**src/rtl/lfo_pkg.sv**
```systemverilog
package lfo_pkg;

   localparam int RATE_W  = 5;
   localparam int STEP_W  = 9;
   localparam int DEPTH_W = 3;

   typedef enum logic [1:0] {
      SHP_SAW   = 2'd0,
      SHP_SQR   = 2'd1,
      SHP_TRI   = 2'd2,
      SHP_NOISE = 2'd3
   } shape_e;

   // phase increment per strobe, 8.8 fixed point, nearest-integer rounded
   function automatic logic [STEP_W-1:0] rate_step(input logic [RATE_W-1:0] r);
      logic [STEP_W-1:0] s;
      case (r)
         5'd0, 5'd1, 5'd2, 5'd3:                   s = 9'd0;
         5'd4, 5'd5, 5'd6, 5'd7, 5'd8, 5'd9, 5'd10: s = 9'd1;
         5'd11, 5'd12, 5'd13:                       s = 9'd2;
         5'd14, 5'd15:                              s = 9'd3;
         5'd16: s = 9'd4;
         5'd17: s = 9'd5;
         5'd18: s = 9'd6;
         5'd19: s = 9'd7;
         5'd20: s = 9'd9;
         5'd21: s = 9'd11;
         5'd22: s = 9'd13;
         5'd23: s = 9'd16;
         5'd24: s = 9'd21;
         5'd25: s = 9'd26;
         5'd26: s = 9'd32;
         5'd27: s = 9'd43;
         5'd28: s = 9'd64;
         5'd29: s = 9'd85;
         5'd30: s = 9'd128;
         default: s = 9'd256;
      endcase
      return s;
   endfunction

   // attenuation span at full scale, 0.1 dB units
   function automatic logic [7:0] am_span(input logic [DEPTH_W-1:0] d);
      case (d)
         3'd0: return 8'd0;
         3'd1: return 8'd4;
         3'd2: return 8'd8;
         3'd3: return 8'd15;
         3'd4: return 8'd30;
         3'd5: return 8'd60;
         3'd6: return 8'd120;
         default: return 8'd240;
      endcase
   endfunction

   // pitch span at full scale, half-cent units
   function automatic logic [10:0] pm_span(input logic [DEPTH_W-1:0] d);
      case (d)
         3'd0: return 11'd0;
         3'd1: return 11'd14;
         3'd2: return 11'd27;
         3'd3: return 11'd54;
         3'd4: return 11'd110;
         3'd5: return 11'd224;
         3'd6: return 11'd460;
         default: return 11'd988;
      endcase
   endfunction

endpackage

```
**src/rtl/lfo_phase.sv**
```systemverilog
module lfo_phase #(
   parameter int PHASE_W = 16,
   parameter int FRAC_W  = 8,
   parameter int STEP_W  = 9,
   localparam int IDX_W  = PHASE_W - FRAC_W
) (
   input  logic               clk,
   input  logic               rst_n,
   input  logic               smp_en,
   input  logic               phase_clr,
   input  logic [STEP_W-1:0]  step,
   output logic [PHASE_W-1:0] phase_q,
   output logic               idx_chg
);

   logic [PHASE_W-1:0] phase_d;

   always_comb begin
      if (phase_clr)
         phase_d = '0;
      else if (smp_en)
         phase_d = phase_q + PHASE_W'(step);
      else
         phase_d = phase_q;
   end

   assign idx_chg = (phase_d[PHASE_W-1 -: IDX_W] != phase_q[PHASE_W-1 -: IDX_W]);

   always_ff @(posedge clk) begin
      if (!rst_n)
         phase_q <= '0;
      else
         phase_q <= phase_d;
   end

endmodule

```
**src/rtl/lfo_noise.sv**
```systemverilog
module lfo_noise #(
   parameter int LFSR_W = 16,
   parameter int OUT_W  = 8
) (
   input  logic             clk,
   input  logic             rst_n,
   input  logic             capture,
   output logic [OUT_W-1:0] noise_q
);

   logic [LFSR_W-1:0] sr_q;
   logic              fb;

   generate
      if (LFSR_W == 16) begin : g_taps16
         assign fb = sr_q[15] ^ sr_q[13] ^ sr_q[12] ^ sr_q[10];
      end else if (LFSR_W == 12) begin : g_taps12
         assign fb = sr_q[11] ^ sr_q[10] ^ sr_q[9] ^ sr_q[3];
      end else if (LFSR_W == 8) begin : g_taps8
         assign fb = sr_q[7] ^ sr_q[5] ^ sr_q[4] ^ sr_q[3];
      end else begin : g_taps_bad
         assign fb = 1'b0;
         $error("lfo_noise: LFSR_W must be 8, 12 or 16");
      end
      if (OUT_W > LFSR_W) begin : g_w_bad
         $error("lfo_noise: OUT_W exceeds LFSR_W");
      end
   endgenerate

   always_ff @(posedge clk) begin
      if (!rst_n) begin
         sr_q    <= LFSR_W'(1);
         noise_q <= '0;
      end else begin
         sr_q <= {sr_q[LFSR_W-2:0], fb};
         if (capture)
            noise_q <= sr_q[OUT_W-1:0];
      end
   end

endmodule

```
**src/rtl/lfo_shape.sv**
```systemverilog
module lfo_shape
   import lfo_pkg::*;
(
   input  logic [7:0]        idx,
   input  logic [1:0]        wave_sel,
   input  logic [7:0]        noise,
   output logic [7:0]        am_raw,
   output logic signed [8:0] pm_raw
);

   logic signed [10:0] i_s;
   logic signed [10:0] n_s;
   logic signed [10:0] pm_w;

   assign i_s = signed'({3'b000, idx});
   assign n_s = signed'({3'b000, noise});

   always_comb begin
      case (shape_e'(wave_sel))
         SHP_SAW: begin
            am_raw = 8'd255 - idx;
            pm_w   = idx[7] ? (i_s - 11'sd256) : i_s;
         end
         SHP_SQR: begin
            am_raw = idx[7] ? 8'd0 : 8'd255;
            pm_w   = idx[7] ? -11'sd128 : 11'sd127;
         end
         SHP_TRI: begin
            am_raw = idx[7] ? {idx[6:0], 1'b0} : (8'd255 - {idx[6:0], 1'b0});
            case (idx[7:6])
               2'd0:    pm_w = 11'sd2 * i_s;
               2'd1:    pm_w = 11'sd255 - 11'sd2 * i_s;
               2'd2:    pm_w = 11'sd256 - 11'sd2 * i_s;
               default: pm_w = 11'sd2 * i_s - 11'sd511;
            endcase
         end
         default: begin
            am_raw = noise;
            pm_w   = 11'sd128 - n_s;
         end
      endcase
   end

   assign pm_raw = pm_w[8:0];

endmodule

```
**src/rtl/lfo_depth.sv**
```systemverilog
module lfo_depth
   import lfo_pkg::*;
(
   input  logic [2:0]         depth_sel,
   input  logic [7:0]         am_raw,
   input  logic signed [8:0]  pm_raw,
   output logic [7:0]         am_mod,
   output logic signed [10:0] pm_mod
);

   logic [15:0]        am_prod;
   logic signed [20:0] pm_prod;
   logic signed [11:0] pm_k;

   assign pm_k    = signed'({1'b0, pm_span(depth_sel)});
   assign am_prod = am_raw * am_span(depth_sel);
   assign pm_prod = 21'(pm_raw) * 21'(pm_k);
   assign am_mod  = am_prod[15:8];
   assign pm_mod  = pm_prod[17:7];

endmodule

```
**src/rtl/lfo_wavegen.sv**
```systemverilog
module lfo_wavegen
   import lfo_pkg::*;
#(
   parameter int PHASE_W = 16,
   parameter int FRAC_W  = 8,
   parameter int LFSR_W  = 16,
   localparam int IDX_W  = PHASE_W - FRAC_W
) (
   input  logic                clk,
   input  logic                rst_n,
   input  logic                smp_en,
   input  logic                phase_clr,
   input  logic [4:0]          rate_sel,
   input  logic [1:0]          wave_sel,
   input  logic [2:0]          depth_sel,
   output logic [7:0]          am_raw,
   output logic signed [8:0]   pm_raw,
   output logic [7:0]          am_mod,
   output logic signed [10:0]  pm_mod
);

   generate
      if (IDX_W != 8) begin : g_idx_bad
         $error("lfo_wavegen: waveform index must be 8 bits");
      end
      if (FRAC_W != 8) begin : g_frac_bad
         $error("lfo_wavegen: step table assumes 8 fractional bits");
      end
   endgenerate

   logic [PHASE_W-1:0] phase_q;
   logic               idx_chg;
   logic [7:0]         noise_q;
   logic [STEP_W-1:0]  step;

   assign step = rate_step(rate_sel);

   lfo_phase #(.PHASE_W(PHASE_W), .FRAC_W(FRAC_W), .STEP_W(STEP_W)) u_phase (
      .clk      (clk),
      .rst_n    (rst_n),
      .smp_en   (smp_en),
      .phase_clr(phase_clr),
      .step     (step),
      .phase_q  (phase_q),
      .idx_chg  (idx_chg)
   );

   lfo_noise #(.LFSR_W(LFSR_W), .OUT_W(8)) u_noise (
      .clk    (clk),
      .rst_n  (rst_n),
      .capture(idx_chg),
      .noise_q(noise_q)
   );

   lfo_shape u_shape (
      .idx     (phase_q[PHASE_W-1 -: IDX_W]),
      .wave_sel(wave_sel),
      .noise   (noise_q),
      .am_raw  (am_raw),
      .pm_raw  (pm_raw)
   );

   lfo_depth u_depth (
      .depth_sel(depth_sel),
      .am_raw   (am_raw),
      .pm_raw   (pm_raw),
      .am_mod   (am_mod),
      .pm_mod   (pm_mod)
   );

endmodule

```
**config.mk**
```make
export PLATFORM = sky130hd
export DESIGN_NAME = lfo_wavegen
export DESIGN_NICKNAME = d
export VERILOG_FILES = /design/src/rtl/lfo_pkg.sv /design/src/rtl/lfo_phase.sv /design/src/rtl/lfo_noise.sv /design/src/rtl/lfo_shape.sv /design/src/rtl/lfo_depth.sv /design/src/rtl/lfo_wavegen.sv
export SDC_FILE = /design/constraint.sdc
export NUM_CORES = 1
export LEC_CHECK = 0
export ABC_CLOCK_PERIOD_IN_PS = 7350
export BUFFER_PORTS_ARGS = -buffer_cell sky130_fd_sc_hd__buf_2
export CAP_MARGIN = 40
export CORE_AREA = 3 3 165 167
export DETAILED_ROUTE_END_ITERATION = 12
export DIE_AREA = 0 0 168 170
export PLACE_DENSITY_LB_ADDON = 0.12
export SLEW_MARGIN = 10
export SYNTH_ARGS = -nofsm -noshare
export SYNTH_HDL_FRONTEND = slang
export SYNTH_SLANG_ARGS = --single-unit
```
**constraint.sdc**
```tcl
create_clock -name clk -period 7.35 [get_ports clk]
set_input_delay 0.735 -clock clk [delete_from_list [all_inputs] [get_ports clk]]
set_output_delay 0.735 -clock clk [all_outputs]
set_load 0.05 [all_outputs]
```
# Word level (Yosys, flattened, before mapping)
# Memory sizes are Yosys's and may differ from the RTL's.
# Index checks and enable logic that the tools add are counted.
[classes]
multipliers = 2
mux = 11
n_reduce_logical = 4
bitwise_logic = 4
n_addsub = 8
n_eq_ne = 11
[op_table]
columns = ["op", "n"]
rows = [
  ["$pmux W10 S7", 1],
  ["$pmux W8 S7", 1],
  ["$pmux W9 S3", 2],
  ["$mux W16", 2],
  ["$pmux W8 S3", 1],
  ["$mul A9 B11 Y18", 1],
  ["$mux W9", 2],
  ["$add A16 B9 Y16", 1],
  ["$mul A8 B8 Y16", 1],
  ["$mux W8", 2],
  ["$sub A8 B8 Y8 const A", 2],
  ["$eq A3 B3 Y1 const B", 3],
  ["$sub A8 B8 Y9 const A", 1],
  ["$sub A8 B9 Y9 const A", 1],
  ["$sub A8 B9 Y9 const B", 1],
  ["$sub A9 B9 Y9 const A", 1],
  ["$sub A9 B9 Y9 const B", 1],
  ["$ne A8 B8 Y1", 1],
  ["$eq A3 B2 Y1 const B", 2],
  ["$eq A2 B1 Y1 const B", 2],
  ["$eq A2 B2 Y1 const B", 2],
  ["$logic_not A2 Y1", 2],
  ["$eq A3 B1 Y1 const B", 1],
  ["$logic_not A3 Y1", 1],
  ["other kinds (3)", 5],
]
[totals]
mem_bits_ro = 288
mem_count = 1
input_bits = 14
ff_bits = 40
[memory_table]
columns = ["name", "words", "width", "rd", "rd_clocked_by_memory_dff", "write_ports", "line", "source"]
rows = [
  ["(name not given)", 32, 9, 1, 0, 0, "lfo_pkg.sv:17", "case (r)"],
]

# Longest topological paths before layout
# An unclocked memory read counts as a cell.
[logic_depth]
word_depth = 5
ltp_mapped = 29

# Hierarchy
# From an unflattened synthesis, not the netlist that was laid out.
[hier_totals]
hier_cells = 960
hier_area_um2 = 8001.4
[modules_own_cells]
columns = ["mod", "instances", "area_per_inst_um2", "cells_each"]
rows = [
  ["lfo_depth", 1, 4784.6, 558],
  ["lfo_phase", 1, 1123.6, 133],
  ["lfo_shape", 1, 1041.0, 163],
  ["lfo_noise", 1, 757.0, 62],
  ["lfo_wavegen", 1, 295.3, 44],
]

# Worst setup path after synthesis
# Ideal clock, no wire load.
[synth_timing]
path_kind = "input-to-output"
from = "in wave_sel[0]"
to = "out pm_mod[9]"
arrival_ns = 7.499
path_slack_ns = -0.884
cell_stages = 24
cell_sequence = "buf_2 > buf_1 > buf_1 > nand2_1 > o21ai_0 > nand2_1 > o21ai_1 > clkbuf_1 > nand2_1 > fa_1 > inv_1 > fa_1 > fa_1 > fa_1 > inv_1 > fa_1 > inv_1 > ha_1 > nand3_1 > a21oi_2 > o31ai_2 > a21o_1 > nand2_1 > o311ai_1"
[synth_via]
elab_chain_cells = 3
elab_cells_between_ends = 5
cone_classes = "mul: 1; eq/ne: 2; mux: 1; reduce/logical: 1"
[synth_rtl]
columns = ["item", "line", "source"]
rows = [
  ["from (decl)", "lfo_wavegen.sv:14", "input logic [1:0] wave_sel,"],
  ["$eq A2 B2 Y1 (tied with other cells)", "lfo_shape.sv:19", "case (shape_e'(wave_sel))"],
  ["$pmux W9 S3 (*)", "lfo_shape.sv:19", ""],
  ["net pm_raw[2]", "lfo_wavegen.sv:17", "output logic signed [8:0] pm_raw,"],
  ["$mul A9 B11 Y18 (*)", "lfo_depth.sv:17", "assign pm_prod = 21'(pm_raw) * 21'(pm_k);"],
  ["to (decl)", "lfo_wavegen.sv:19", "output logic signed [10:0] pm_mod"],
]
# The timed path passes the listed nets; every way through them passes the cells marked *.

# Worst setup path in the final report
[layout_timing]
from = "reg u_phase.phase_q[9]"
to = "out pm_mod[9]"
[layout_via]
elab_chain_cells = 4
elab_cells_between_ends = 8
cone_classes = "add/sub: 4; mul: 1; mux: 3"
[layout_rtl]
columns = ["item", "line", "source"]
rows = [
  ["from (decl)", "lfo_phase.sv:12", "output logic [PHASE_W-1:0] phase_q,"],
  ["from (signal assigned)", "lfo_phase.sv:33", "phase_q <= phase_d;"],
  ["$sub A9 B9 Y9 (tied with other cells)", "lfo_shape.sv:34", "default: pm_w = 11'sd2 * i_s - 11'sd511;"],
  ["$pmux W9 S3 / $mux W9 (equally long branches)", "lfo_shape.sv:30, lfo_shape.sv:22", ""],
  ["$pmux W9 S3 (*)", "lfo_shape.sv:19", ""],
  ["$mul A9 B11 Y18 (*)", "lfo_depth.sv:17", ""],
]
# Mark *: on every way between the ends. The rest lies on a longest branch, timed or not.

==> results.sh <==
export IMPL_syn_instance_count=959
export IMPL_die_area_sq_mm=0.0286
export IMPL_viasPerCell=4.63
export IMPL_p_leak_nw=4.53
export IMPL_finalCritPeriodShare=0.961
export IMPL_yosys_warnings=0
export IMPL_synth_async_reset_ratio=0
export IMPL_grt_max_degree=27
export IMPL_critPathCaptureType="primary output"
export IMPL_skew_ns=0.00288
export IMPL_ys_types=68
export IMPL_finalMaxSlewViolations=0
export IMPL_cts_sinks=40
export IMPL_first_iter_violations=219
export IMPL_post_route_min_period_ns=7.06
export IMPL_hold_violations=0
export IMPL_startpoint_type="flip-flop"
export IMPL_tightest_slew_ns=0.615
export IMPL_syn_avg_cell_area_sq_um=8.02
export IMPL_cap_violations=0
export IMPL_gp_congestion=0.785
export IMPL_core_area_sq_mm=0.0259
export IMPL_syn_nets=1159
export IMPL_routed_wl_mm=20.3
export IMPL_fin_nets=1233
export IMPL_clk_pin_slew_ns=0.06
export IMPL_antenna_found_initial=1
export IMPL_num_vias=6342
export IMPL_ant_nets=0
export IMPL_peakVddDrop_v=0.000322
export IMPL_grt_pass1_vias=6451
export IMPL_start_util=0.297
export IMPL_hold_ws_ns=0.436
export IMPL_synth_area_sq_mm=0.00769
export IMPL_cts_htree_levels=2
export IMPL_wl_per_cell_microns=14.8
export IMPL_ios=50
export IMPL_synth_edf_count=0
export IMPL_synth_ff_latch_count=40
export IMPL_post_route_util=0.353
export IMPL_critPathRequiredTime_ns=6.61
export IMPL_path_class="flip-flop to primary output"
export IMPL_clock_latency_ns=0.28
export IMPL_dp_hpwl_mm=16.9
export IMPL_synthToLayoutAreaGrowth_pct=18.9
export IMPL_diodes=0
export IMPL_worstPathMaxFanout=5
export IMPL_grt_pass1_wl_mm=34.1
export IMPL_clock_path_buffers=2
export IMPL_drt_pass1_iterations=4
export IMPL_power_density_mw_per_mm2=214
export IMPL_mostFrequentLayoutCell="inv_1"
export IMPL_total_power_mw=1.96
export IMPL_root_buffer="clkbuf_16"
export IMPL_rows=59
export IMPL_fp_dieW_microns=168
export IMPL_die_h_microns=170
export IMPL_synth_flop_cell="dfxtp_1"
export IMPL_drcViolationCount=0
export IMPL_drive_gt1_frac=0.174
export IMPL_holdCritPathClass="flip-flop to flip-flop"
export IMPL_arrival_ns=6.33
export IMPL_setup_viol=0
export IMPL_run_status="finished clean"
export IMPL_relSlewSlack=0.590
export IMPL_ys_seq_area_frac=0.104
export IMPL_overflow=0
export IMPL_layout_common_cells="inv_1, nand2_1, fa_1"
export IMPL_grt_use_total=0.143
export IMPL_io_buffers=49
export IMPL_fmax_ghz=0.142
export IMPL_numCtsBuffers=5
export IMPL_cts_tree="built"
-- cells in the mapped netlist (9+ instances only) --
cell      count  area share
nand2b_1     12      0.0098
nand2_1     117       0.057
xnor2_1      27       0.031
o21ai_0      25       0.016
inv_1       139       0.068
mux2i_1      16       0.021
ha_1         94        0.15
nand3_1      18       0.012
a211oi_1      9      0.0088
a21oi_1      30       0.020
dfxtp_1      40        0.10
xor2_1       18       0.021
and2_1       42       0.034
fa_1         92        0.24
nor2b_1      15       0.012
nor2_1       90       0.044
nor3_1       20       0.013
clkbuf_1     37       0.018
-- worst max-delay path, stage by stage (launching register included) --
cell	delay, ns
dfxtp_4	0.36
inv_2	0.07
ha_4	0.14
nand2_2	0.06
or3_4	0.34
a21o_1	0.21
a221oi_2	0.26
a21oi_1	0.06
mux2i_1	0.20
buf_4	0.17
buf_4	0.11
nor2b_1	0.05
fa_1	0.48
fa_1	0.54
fa_1	0.53
fa_1	0.49
ha_1	0.31
ha_1	0.35
nand3_1	0.10
nand2_1	0.12
o31ai_4	0.29
a21o_1	0.21
nand2_1	0.15
o311ai_4	0.25
buf_6	0.19
-- flip-flops by register name, indices dropped and copies added (netlist names) --
| signal | flops |
|---|---|
| u_noise.sr_q | 16 |
| u_phase.phase_q | 16 |
| u_noise.noise_q | 8 |
-- worst paths after layout --
| check | endpoint | cells past startpoint | from | slack (ns) |
|---|---|---|---|---|
| min reg2reg | u_noise.sr_q[10] | 1 | u_noise.sr_q[9] | 0.44 |
| min | u_noise.sr_q[10] | 1 | u_noise.sr_q[9] | 0.44 |
| max reg2reg | u_noise.noise_q[3] | 10 | u_phase.phase_q[0] | 4.22 |
| max | pm_mod[9] | 24 | u_phase.phase_q[9] | 0.29 |
-- power breakdown --
group          internal, mW  switching, mW  leakage, nW  total (mW)
Sequential            0.219        0.00272        0.326       0.222
Combinational         0.506          0.975         4.13        1.48
Clock                 0.161         0.0916       0.0804       0.253
-- logic make-up after synthesis --
group | after synthesis | share of synthesized area
flops | 40 | 0.104
xor+xnor | 45 | 0.0513
simple gates | 346 | 0.212
mux | 16 | 0.0208
buf+inv | 191 | 0.0958
fa+ha+maj | 186 | 0.393
compound gates | 135 | 0.124
-- what timing repair did --
action	in CTS	in global routing
gates cloned	0	0
hold buffers	0	0
hold endpoints to repair	0	0
endpoints found under the setup margin	3	12
pin swaps	3	12
buffers inserted	2	4
resized for setup	10	42
-- routing by layer --
layer	GRT usage	part of all wire	up-vias
li1	-	-	3242
met1	0.205	0.49	3013
met2	0.244	0.48	73
met3	0.0105	0.023	12
met4	0.0192	0.0066	2
met5	0	0.00044	-
-- metrics by stage --
stage,std cells,setup TNS [ns],area (sq um),setup WS (ns)
finish,1369,0,9140,0.287
global route,1369,-0.0570,9140,-0.0220
CTS,1365,0,8910,0.0101
detailed placement,1355,-0.0804,8690,-0.0804
global placement,1355,0,8690,0.0147
floorplan,959,-0.0165,7780,-0.0154
-- final cells by class --
type                    count  area [sq um]
repair buffers            114           764
multi-input cells         728          6430
clock buffers               5           125
clock inverters             3          46.3
well taps                 335           419
flip-flops and latches     40           811
fillers                  2801         16800
inverters                 144           542
No activity file was read; power rests on OpenSTA's default activity.
